`config.mk`:
```
export PLATFORM = sky130hd
export DESIGN_NAME = tad_unit
export DESIGN_NICKNAME = d
export VERILOG_FILES = /design/src/rtl/tad_pkg.sv /design/src/rtl/tad_addr_set.sv /design/src/rtl/tad_ref_set.sv /design/src/rtl/tad_diff_ctrl.sv /design/src/rtl/tad_unit.sv
export SDC_FILE = /design/constraint.sdc
export NUM_CORES = 2
export LEC_CHECK = 0
export BUFFER_PORTS_ARGS = -buffer_cell sky130_fd_sc_hd__buf_2
export CORE_MARGIN = 1
export CORE_UTILIZATION = 55
export CTS_CLUSTER_SIZE = 16
export DETAILED_ROUTE_END_ITERATION = 10
export PLACE_DENSITY = 0.83
export SLEW_MARGIN = 40
export SYNTH_ARGS = -nofsm -noshare
export SYNTH_HDL_FRONTEND = slang
export SYNTH_SLANG_ARGS = --single-unit
```
`constraint.sdc`:
```
create_clock -name clk -period 5.38 [get_ports clk]
set_clock_uncertainty 0.15 [all_clocks]
set_input_delay 0.538 -clock clk [delete_from_list [all_inputs] [get_ports clk]]
set_output_delay 0.538 -clock clk [all_outputs]
set_load 0.02 [all_outputs]
```
`src/rtl/tad_pkg.sv`:
```
package tad_pkg;
  typedef enum logic [1:0] {
    PH_IDLE   = 2'd0,
    PH_OPEN   = 2'd1,
    PH_EMIT   = 2'd2,
    PH_COMMIT = 2'd3
  } tad_phase_e;
endpackage

```
`src/rtl/tad_addr_set.sv`:
```
module tad_addr_set #(
  parameter int DEPTH = 16,
  parameter int AW    = 40,
  localparam int CW   = $clog2(DEPTH + 1)
) (
  input  logic                      clk,
  input  logic                      rst_n,
  input  logic                      clear,
  input  logic                      ins_en,
  input  logic [AW-1:0]             ins_addr,
  output logic [DEPTH-1:0][AW-1:0]  entries,
  output logic [CW-1:0]             count,
  output logic                      overflow
);
  logic [DEPTH-1:0] match;
  logic             hit;
  logic             full;
  logic             add;

  // parallel membership lookup over the occupied slots
  for (genvar i = 0; i < DEPTH; i++) begin : g_cmp
    assign match[i] = (CW'(i) < count) && (entries[i] == ins_addr);
  end

  assign hit  = |match;
  assign full = (count == CW'(DEPTH));
  assign add  = ins_en && !hit && !full;

  // each slot is written only when it is the next free one
  for (genvar i = 0; i < DEPTH; i++) begin : g_slot
    always_ff @(posedge clk) begin
      if (!rst_n) begin
        entries[i] <= '0;
      end else if (add && (count == CW'(i))) begin
        entries[i] <= ins_addr;
      end
    end
  end

  always_ff @(posedge clk) begin
    if (!rst_n) begin
      count    <= '0;
      overflow <= 1'b0;
    end else if (clear) begin
      count    <= '0;
      overflow <= 1'b0;
    end else if (ins_en && !hit) begin
      if (full) begin
        overflow <= 1'b1;
      end else begin
        count <= count + 1'b1;
      end
    end
  end
endmodule

```
`src/rtl/tad_ref_set.sv`:
```
module tad_ref_set #(
  parameter int DEPTH = 16,
  parameter int AW    = 40,
  localparam int CW   = $clog2(DEPTH + 1)
) (
  input  logic                      clk,
  input  logic                      rst_n,
  input  logic                      load,
  input  logic [DEPTH-1:0][AW-1:0]  src_entries,
  input  logic [CW-1:0]             src_count,
  output logic [DEPTH-1:0][AW-1:0]  ref_entries,
  output logic [CW-1:0]             ref_count,
  output logic                      ref_valid
);
  for (genvar i = 0; i < DEPTH; i++) begin : g_keep
    always_ff @(posedge clk) begin
      if (!rst_n) begin
        ref_entries[i] <= '0;
      end else if (load) begin
        ref_entries[i] <= src_entries[i];
      end
    end
  end

  always_ff @(posedge clk) begin
    if (!rst_n) begin
      ref_count <= '0;
      ref_valid <= 1'b0;
    end else if (load) begin
      ref_count <= src_count;
      ref_valid <= 1'b1;
    end
  end
endmodule

```
`src/rtl/tad_diff_ctrl.sv`:
```
module tad_diff_ctrl
  import tad_pkg::*;
#(
  parameter int DEPTH = 16,
  parameter int AW    = 40,
  localparam int CW   = $clog2(DEPTH + 1),
  localparam int IW   = $clog2(DEPTH)
) (
  input  logic                      clk,
  input  logic                      rst_n,
  input  logic                      start_pulse,
  input  logic                      stop_pulse,
  input  logic                      in_valid,
  output logic                      in_ready,
  output logic                      ins_en,
  input  logic [DEPTH-1:0][AW-1:0]  cur_entries,
  input  logic [CW-1:0]             cur_count,
  input  logic [DEPTH-1:0][AW-1:0]  ref_entries,
  input  logic [CW-1:0]             ref_count,
  input  logic                      ref_valid,
  output logic                      commit,
  output logic                      out_valid,
  input  logic                      out_ready,
  output logic signed [AW:0]        out_data,
  output logic [IW-1:0]             out_index,
  output logic                      out_last
);
  tad_phase_e      phase_q, phase_d;
  logic            pend_q, pend_d;
  logic [CW-1:0]   idx_q, idx_d;
  logic [CW-1:0]   emit_len;
  logic            closing;
  logic            fire;
  logic [AW-1:0]   cur_sel;
  logic [AW-1:0]   ref_sel;

  assign emit_len = (cur_count < ref_count) ? cur_count : ref_count;
  assign closing  = (phase_q == PH_OPEN) && (start_pulse || stop_pulse);

  assign in_ready  = (phase_q == PH_IDLE) || (phase_q == PH_OPEN);
  assign ins_en    = in_valid && (phase_q == PH_OPEN) && !start_pulse && !stop_pulse;
  assign commit    = (phase_q == PH_COMMIT);
  assign out_valid = (phase_q == PH_EMIT);
  assign out_last  = out_valid && (idx_q == emit_len - 1'b1);
  assign fire      = out_valid && out_ready;

  assign out_index = idx_q[IW-1:0];
  assign cur_sel   = cur_entries[idx_q[IW-1:0]];
  assign ref_sel   = ref_entries[idx_q[IW-1:0]];
  assign out_data  = $signed({1'b0, cur_sel}) - $signed({1'b0, ref_sel});

  always_comb begin
    phase_d = phase_q;
    pend_d  = pend_q;
    idx_d   = idx_q;
    unique case (phase_q)
      PH_IDLE: begin
        if (start_pulse) phase_d = PH_OPEN;
      end
      PH_OPEN: begin
        if (closing) begin
          pend_d  = start_pulse;
          idx_d   = '0;
          phase_d = (ref_valid && (emit_len != '0)) ? PH_EMIT : PH_COMMIT;
        end
      end
      PH_EMIT: begin
        if (start_pulse) pend_d = 1'b1;
        if (fire) begin
          if (out_last) begin
            phase_d = PH_COMMIT;
            idx_d   = '0;
          end else begin
            idx_d = idx_q + 1'b1;
          end
        end
      end
      PH_COMMIT: begin
        phase_d = (pend_q || start_pulse) ? PH_OPEN : PH_IDLE;
        pend_d  = 1'b0;
      end
      default: phase_d = PH_IDLE;
    endcase
  end

  always_ff @(posedge clk) begin
    if (!rst_n) begin
      phase_q <= PH_IDLE;
      pend_q  <= 1'b0;
      idx_q   <= '0;
    end else begin
      phase_q <= phase_d;
      pend_q  <= pend_d;
      idx_q   <= idx_d;
    end
  end
endmodule

```
`src/rtl/tad_unit.sv`:
```
module tad_unit #(
  parameter int DEPTH = 16,
  parameter int AW    = 40,
  localparam int CW   = $clog2(DEPTH + 1),
  localparam int IW   = $clog2(DEPTH)
) (
  input  logic                 clk,
  input  logic                 rst_n,
  input  logic                 task_start,
  input  logic                 task_stop,
  input  logic                 acc_valid,
  output logic                 acc_ready,
  input  logic [AW-1:0]        acc_addr,
  input  logic                 acc_is_write,
  output logic                 diff_valid,
  input  logic                 diff_ready,
  output logic signed [AW:0]   diff_data,
  output logic [IW-1:0]        diff_index,
  output logic                 diff_last,
  output logic                 overflow
);
  logic [DEPTH-1:0][AW-1:0] cur_entries;
  logic [DEPTH-1:0][AW-1:0] ref_entries;
  logic [CW-1:0]            cur_count;
  logic [CW-1:0]            ref_count;
  logic                     ref_valid;
  logic                     ins_en;
  logic                     commit;
  logic                     kind_unused;

  // membership ignores the access kind
  assign kind_unused = acc_is_write;

  tad_addr_set #(.DEPTH(DEPTH), .AW(AW)) cur_set_i (
    .clk      (clk),
    .rst_n    (rst_n),
    .clear    (commit),
    .ins_en   (ins_en),
    .ins_addr (acc_addr),
    .entries  (cur_entries),
    .count    (cur_count),
    .overflow (overflow)
  );

  tad_ref_set #(.DEPTH(DEPTH), .AW(AW)) ref_set_i (
    .clk         (clk),
    .rst_n       (rst_n),
    .load        (commit),
    .src_entries (cur_entries),
    .src_count   (cur_count),
    .ref_entries (ref_entries),
    .ref_count   (ref_count),
    .ref_valid   (ref_valid)
  );

  tad_diff_ctrl #(.DEPTH(DEPTH), .AW(AW)) ctrl_i (
    .clk         (clk),
    .rst_n       (rst_n),
    .start_pulse (task_start),
    .stop_pulse  (task_stop),
    .in_valid    (acc_valid),
    .in_ready    (acc_ready),
    .ins_en      (ins_en),
    .cur_entries (cur_entries),
    .cur_count   (cur_count),
    .ref_entries (ref_entries),
    .ref_count   (ref_count),
    .ref_valid   (ref_valid),
    .commit      (commit),
    .out_valid   (diff_valid),
    .out_ready   (diff_ready),
    .out_data    (diff_data),
    .out_index   (diff_index),
    .out_last    (diff_last)
  );
endmodule

```
[Word level (Yosys, flattened, before mapping)]
Index checks and enable logic that the tools add are counted.
Word-level totals
  register bits after elaboration: 1300
  input bits: 47
  output and inout bits: 49
  logic and storage cells: 183
Operators by class
  eq/ne operators: 41
  reduce and logical (&&, ||, !) cells: 60
  multiplexer cells: 19
  $lt $le $gt $ge: 18
  bitwise operators: 2
  add/subtract/negate cells: 4
Operators with widths (number)
  $eq A40 B40 Y1: 16
  $bmux W40 S4: 2
  $mux W40: 2
  $logic_and A1 B1 Y1: 41
  $sub A40 B40 Y41: 1
  $eq A5 B4 Y1 const B: 8
  $lt A4 B5 Y1 const A: 8
  $eq A5 B3 Y1 const B: 4
  $lt A3 B5 Y1 const A: 4
  $mux W5: 4
  $reduce_or A16 Y1: 1
  $add A5 B1 Y5 const B: 2
  $eq A5 B2 Y1 const B: 2
  $lt A1 B5 Y1 const A: 2
  $lt A2 B5 Y1 const A: 2
  $pmux W5 S2: 1
  $mux W2: 4
  $ne A2 B2 Y1 const B: 4
  $pmux W2 S4: 1
  $reduce_and A3 Y1: 2
  $eq A5 B1 Y1 const B: 1
  $eq A5 B5 Y1: 1
  $eq A5 B5 Y1 const B: 1
  $logic_not A5 Y1: 1
  other kinds (18): 29

[Longest topological paths before layout]
  depth in word-level cells: 8
  mapped depth: 18
  depth with buffers taken out: 15

[Cells and area by module]
Synthesis repeated with hierarchy kept, for this count alone.
Unflattened totals
  cell total of the unflattened synthesis: 6224
  area, all modules: 69008.7 um^2
By module, submodules not included
  tad_addr_set: sequential area each 12932.4 um^2, area each 31301.3 um^2, instances 1, cells an instance 3198
  tad_ref_set: sequential area each 12932.4 um^2, area each 25140.4 um^2, instances 1, cells an instance 2081
  tad_diff_ctrl: sequential area each 160.2 um^2, area each 12567.1 um^2, instances 1, cells an instance 945

[Least setup slack after synthesis]
No wires, ideal clock.
  path kind: register -> output
  start point: register ctrl_i.idx_q[0]
  end point: output diff_data[33]
  data arrival time: 4.991 ns
  stages on the path, launching flop included: 16
  data required time: 4.692 ns
  path slack: -0.299 ns
  buffers on the path: 3
  cells stage by stage: dfxtp_1 -> clkbuf_1 -> buf_1 -> buf_1 -> mux4_2 -> mux4_2 -> ha_1 -> nor2b_1 -> o2111a_1 -> o31ai_1 -> a21oi_1 -> nor3_1 -> o31ai_1 -> a211oi_1 -> o21bai_1 -> xnor2_1
Between the ends
  word-level cells in the longest chain between the ends: 3
  elaborated cells on any way between the ends: 5
  those cells by class: add/sub: 1; mux: 4
Ends and longest elaborated chain
  from (decl): line tad_diff_ctrl.sv:30  | logic [CW-1:0] idx_q, idx_d;
  from (signal assigned): line tad_diff_ctrl.sv:94  | idx_q <= idx_d;
  $bmux W40 S4, on equally long branches: line tad_diff_ctrl.sv:48, tad_diff_ctrl.sv:49
  $mux W40, on equally long branches: line tad_diff_ctrl.sv:48, tad_diff_ctrl.sv:49
  $sub A40 B40 Y41 *: line tad_diff_ctrl.sv:50  | assign out_data = $signed({1'b0, cur_sel}) - $signed({1'b0, ref_sel});
  to (decl): line tad_unit.sv:17  | output logic signed [AW:0] diff_data,
Mark *: on every way between the ends. The rest lies on a longest branch, timed or not. The select of a mux whose other input is x is not followed.

[Worst setup path after layout]
  start point: register ctrl_i.idx_q[0]
  end point: output diff_data[37]
The elaborated chain is that of the path after synthesis.

==> results.sh <==
export IMPL_comb_power_share=0.208
export IMPL_p_seq_frac=0.390
export IMPL_path_cells="buf_12 -> buf_12 -> buf_4 -> buf_12 -> mux4_2 -> mux4_2 -> ha_4 -> a21oi_4 -> nor2b_2 -> o31ai_4 -> buf_6 -> a21oi_4 -> nor3_4 -> buf_12 -> buf_8 -> o31ai_4 -> buf_4 -> a31o_4 -> a21oi_2 -> xnor2_1 -> buf_2"
export IMPL_insertion_delay_ps=800
export IMPL_vias=53820
export IMPL_dp_hpwl_mm=200.3
export IMPL_fmax_mhz=166.7
export IMPL_cp_max_fo=7
export IMPL_yosysSeqAreaShare=0.3958
export IMPL_hold_viol=0
export IMPL_hp_class="primary input to flip-flop"
export IMPL_critical_path_class="flip-flop to output pin"
export IMPL_cts_sinks=1300
export IMPL_drv_slew=0
export IMPL_startpoint_type="flip-flop"
export IMPL_synth_top_family_by_area="multiplexers"
export IMPL_die_h_um=347.8
export IMPL_cts_buffers=139
export IMPL_htree_levels=4
export IMPL_status="finished with violations"
export IMPL_tightest_slew_ps=1012
export IMPL_setup_violations=30
export IMPL_row_count=126
export IMPL_synth_cell_types=68
export IMPL_leakagePower_nw=29.80
export IMPL_period_share=1.115
export IMPL_wl_mm=272.3
export IMPL_clk_pin_slew_ps=70
export IMPL_synth_edf_count=0
export IMPL_rsz0062_at_grt="true"
export IMPL_cts_buffer_depth=3
export IMPL_place_gp_congestion=1.097
export IMPL_crit_top_cell="buf_12"
export IMPL_max_stage_delay_ps=540
export IMPL_critPathRequiredTime_ps=4690
export IMPL_cts_root_buf="clkbuf_16"
export IMPL_drive_gt1_frac=0.2213
export IMPL_async_reset_ff_frac=0
export IMPL_min_delay_path_depth=4
export IMPL_io_pins=96
export IMPL_grt_max_degree=134
export IMPL_synth_mux_area_frac=0.3341
export IMPL_top_layer_used="met5"
export IMPL_fin_cells=8164
export IMPL_firstDrtPassIters=6
export IMPL_synth_area_mm2=0.06575
export IMPL_core_area_mm2=0.1182
export IMPL_swShare=0.2926
export IMPL_antenna_found_initial=38
export IMPL_synth_xor_area_frac=0.09044
export IMPL_syn_nets=6297
export IMPL_die_width_um=347.8
export IMPL_layout_common_cells="dfxtp_1, mux2i_1, nor2_1"
export IMPL_grt_usage=0.4409
export IMPL_fin_crit_ps=5998
export IMPL_wl_met1_mm=99.19
export IMPL_cp_top_family="buffers and inverters"
export IMPL_p_clk_frac=0.402
export IMPL_drc_errors=0
export IMPL_wl_per_cell_um=33.35
export IMPL_synth_compound_area_share=0.01583
export IMPL_maxCapViolCount=0
export IMPL_power_per_cell_area_mw_per_mm2=318.6
export IMPL_finish_utilization=0.6586
export IMPL_crit_buf_inv=9
export IMPL_drt_vias_per_instance=6.593
export IMPL_drtAntennaViolNets=0
export IMPL_crit_cells=21
export IMPL_place_port_buffers=94
export IMPL_peakVddDrop_mv=0.3167
export IMPL_synthSimpleGateAreaFrac=0.1118
export IMPL_die_area_mm2=0.1209
export IMPL_wl_met2_mm=111.6
export IMPL_cts_tree="done"
export IMPL_yosysWarnings=0
export IMPL_gr_total_overflow=0
export IMPL_start_util=0.5561
export IMPL_p_sw_mw=7.260
export IMPL_ys_ff_latch=1300
export IMPL_synthCells=6196
export IMPL_worst_slack_ps=-618.3
export IMPL_crit_slowest_cell="mux4_2"
export IMPL_synth_ff_type="dfxtp_1"
export IMPL_layout_commonest_cell="dfxtp_1"
export IMPL_areaGrowthSynthToFinish_pct=18.43
export IMPL_detail_route_iter0_violations=7736
export IMPL_cp_arrival_ps=5310
export IMPL_grt_pass1_vias=50920
export IMPL_p_int_mw=17.55
export IMPL_ff2ff_path_depth=15
export IMPL_post_synth_cell_area_avg_um2=10.61
export IMPL_synthAdderAreaFrac=0.01039
export IMPL_dp_cells=7831
export IMPL_grt_pass1_wl_mm=379.9
export IMPL_fin_nets=6603
export IMPL_violations="setup timing"
export IMPL_maxSlewHeadroom=0.3230
export IMPL_worstSetupEndpointType="output pin"
export IMPL_met3_length_mm=36.74
export IMPL_finalPower_mw=24.81
final timing paths:
check,from,end,slack (ps)
setup / recovery,ctrl_i.idx_q[0],diff_data[37],-620
hold / removal,task_stop,ctrl_i.pend_q,70
hold reg to reg,ref_set_i.ref_entries[110],ref_set_i.ref_entries[110],340
setup reg to reg,cur_set_i.count[3],cur_set_i.entries[337],890
state kept, by name, indices dropped and copies added (netlist names):
register               count
ctrl_i.idx_q               5
ctrl_i.pend_q              1
ctrl_i.phase_q             2
cur_set_i.count            5
cur_set_i.entries        640
cur_set_i.overflow         1
ref_set_i.ref_count        5
ref_set_i.ref_entries    640
ref_set_i.ref_valid        1
synth_stat cells, types with 5 or more instances:
master,number,share of area
a2111oi_0,5,0.00067
a211oi_1,9,0.0010
a21o_1,18,0.0021
a21oi_1,46,0.0035
and3_1,5,0.00048
buf_1,116,0.0066
buf_2,43,0.0033
buf_4,89,0.010
buf_6,21,0.0036
clkbuf_1,250,0.014
dfxtp_1,1300,0.40
ha_1,53,0.010
inv_1,63,0.0036
mux2i_1,1295,0.20
mux4_2,400,0.14
nand2_1,285,0.016
nand2b_1,10,0.00095
nand3_1,36,0.0027
nand4_1,90,0.0086
nand4b_1,6,0.00080
nor2_1,1119,0.064
nor2b_1,14,0.0013
nor3_1,36,0.0027
nor3_4,6,0.0015
nor4_1,100,0.0095
o211ai_1,5,0.00057
o21a_1,8,0.00091
o21ai_0,18,0.0014
o21bai_1,9,0.0010
xnor2_1,289,0.038
xor2_1,390,0.052
kinds of logic (layout without fill, tap and decap cells):
logic type,count (synthesis),after routing
and+or+nand+nor,1731,1731
DFF,1300,1300
adders and majority gates,54,54
xor gates and xnor gates,679,679
muxes,1695,1695
other,0,21
AOI/OAI and AO/OA,154,154
buffers and inverters,583,994
worst min-delay path: cells and delay by family:
family	cells	cell delay [ps]
AOI/OAI and AO/OA	2	270
buffers and inverters	1	100
and+or+nand+nor	1	50
power groups by stage:
| stage | logic, mW | registers [mW] | clock network [mW] |
|---|---|---|---|
| after floorplan | 2.54 | 9.89 | 0 |
| after global placement | 4.06 | 9.91 | 0 |
| after detailed placement | 4.11 | 9.91 | 0 |
| after CTS | 4.82 | 9.69 | 9.92 |
| after global routing | 5.25 | 9.68 | 10.4 |
| final | 5.16 | 9.69 | 9.96 |
layout make-up:
cell class	count	area (um^2)
Sequential cell	1300	26040
Tap cell	1536	1922
Inverter	64	247.7
Timing Repair Buffer	684	6867
Antenna cell	21	52.55
Clock inverter	58	688.2
Multi-Input combinational cell	4313	38080
Clock buffer	188	3979
Fill cell	8501	40370
metal layers:
layer	GRT usage	vias to the layer above
met5	0	-
met4	0.3176	32
met3	0.1473	1087
met2	0.6270	3892
met1	0.5589	26490
li1	-	22320
repair_timing:
item	4_1_cts	5_1_grt
setup endpoints to repair	34	31
pin swaps	66	47
endpoints found under the hold margin	3	0
buffers inserted	47	22
gates cloned	10	2
gates resized for setup	233	70
hold buffers	3	0
per-stage QoR:
stage / setup slack (ps) / instance area (um^2) / TNS, ps / hold slack [ps]
6_report: -618.3 / 77870 / -12220 / 65.50
5_1_grt: -675.6 / 77820 / -13950 / 72.28
4_1_cts: -511.0 / 77360 / -9317 / 29.85
3_5_place_dp: -600.2 / 70950 / -8616 / 327.8
3_3_place_gp: -595.8 / 70820 / -8534 / 308.9
2_1_floorplan: 17.43 / 65780 / 0 / 283.5
(Power assumes the default switching activity.)
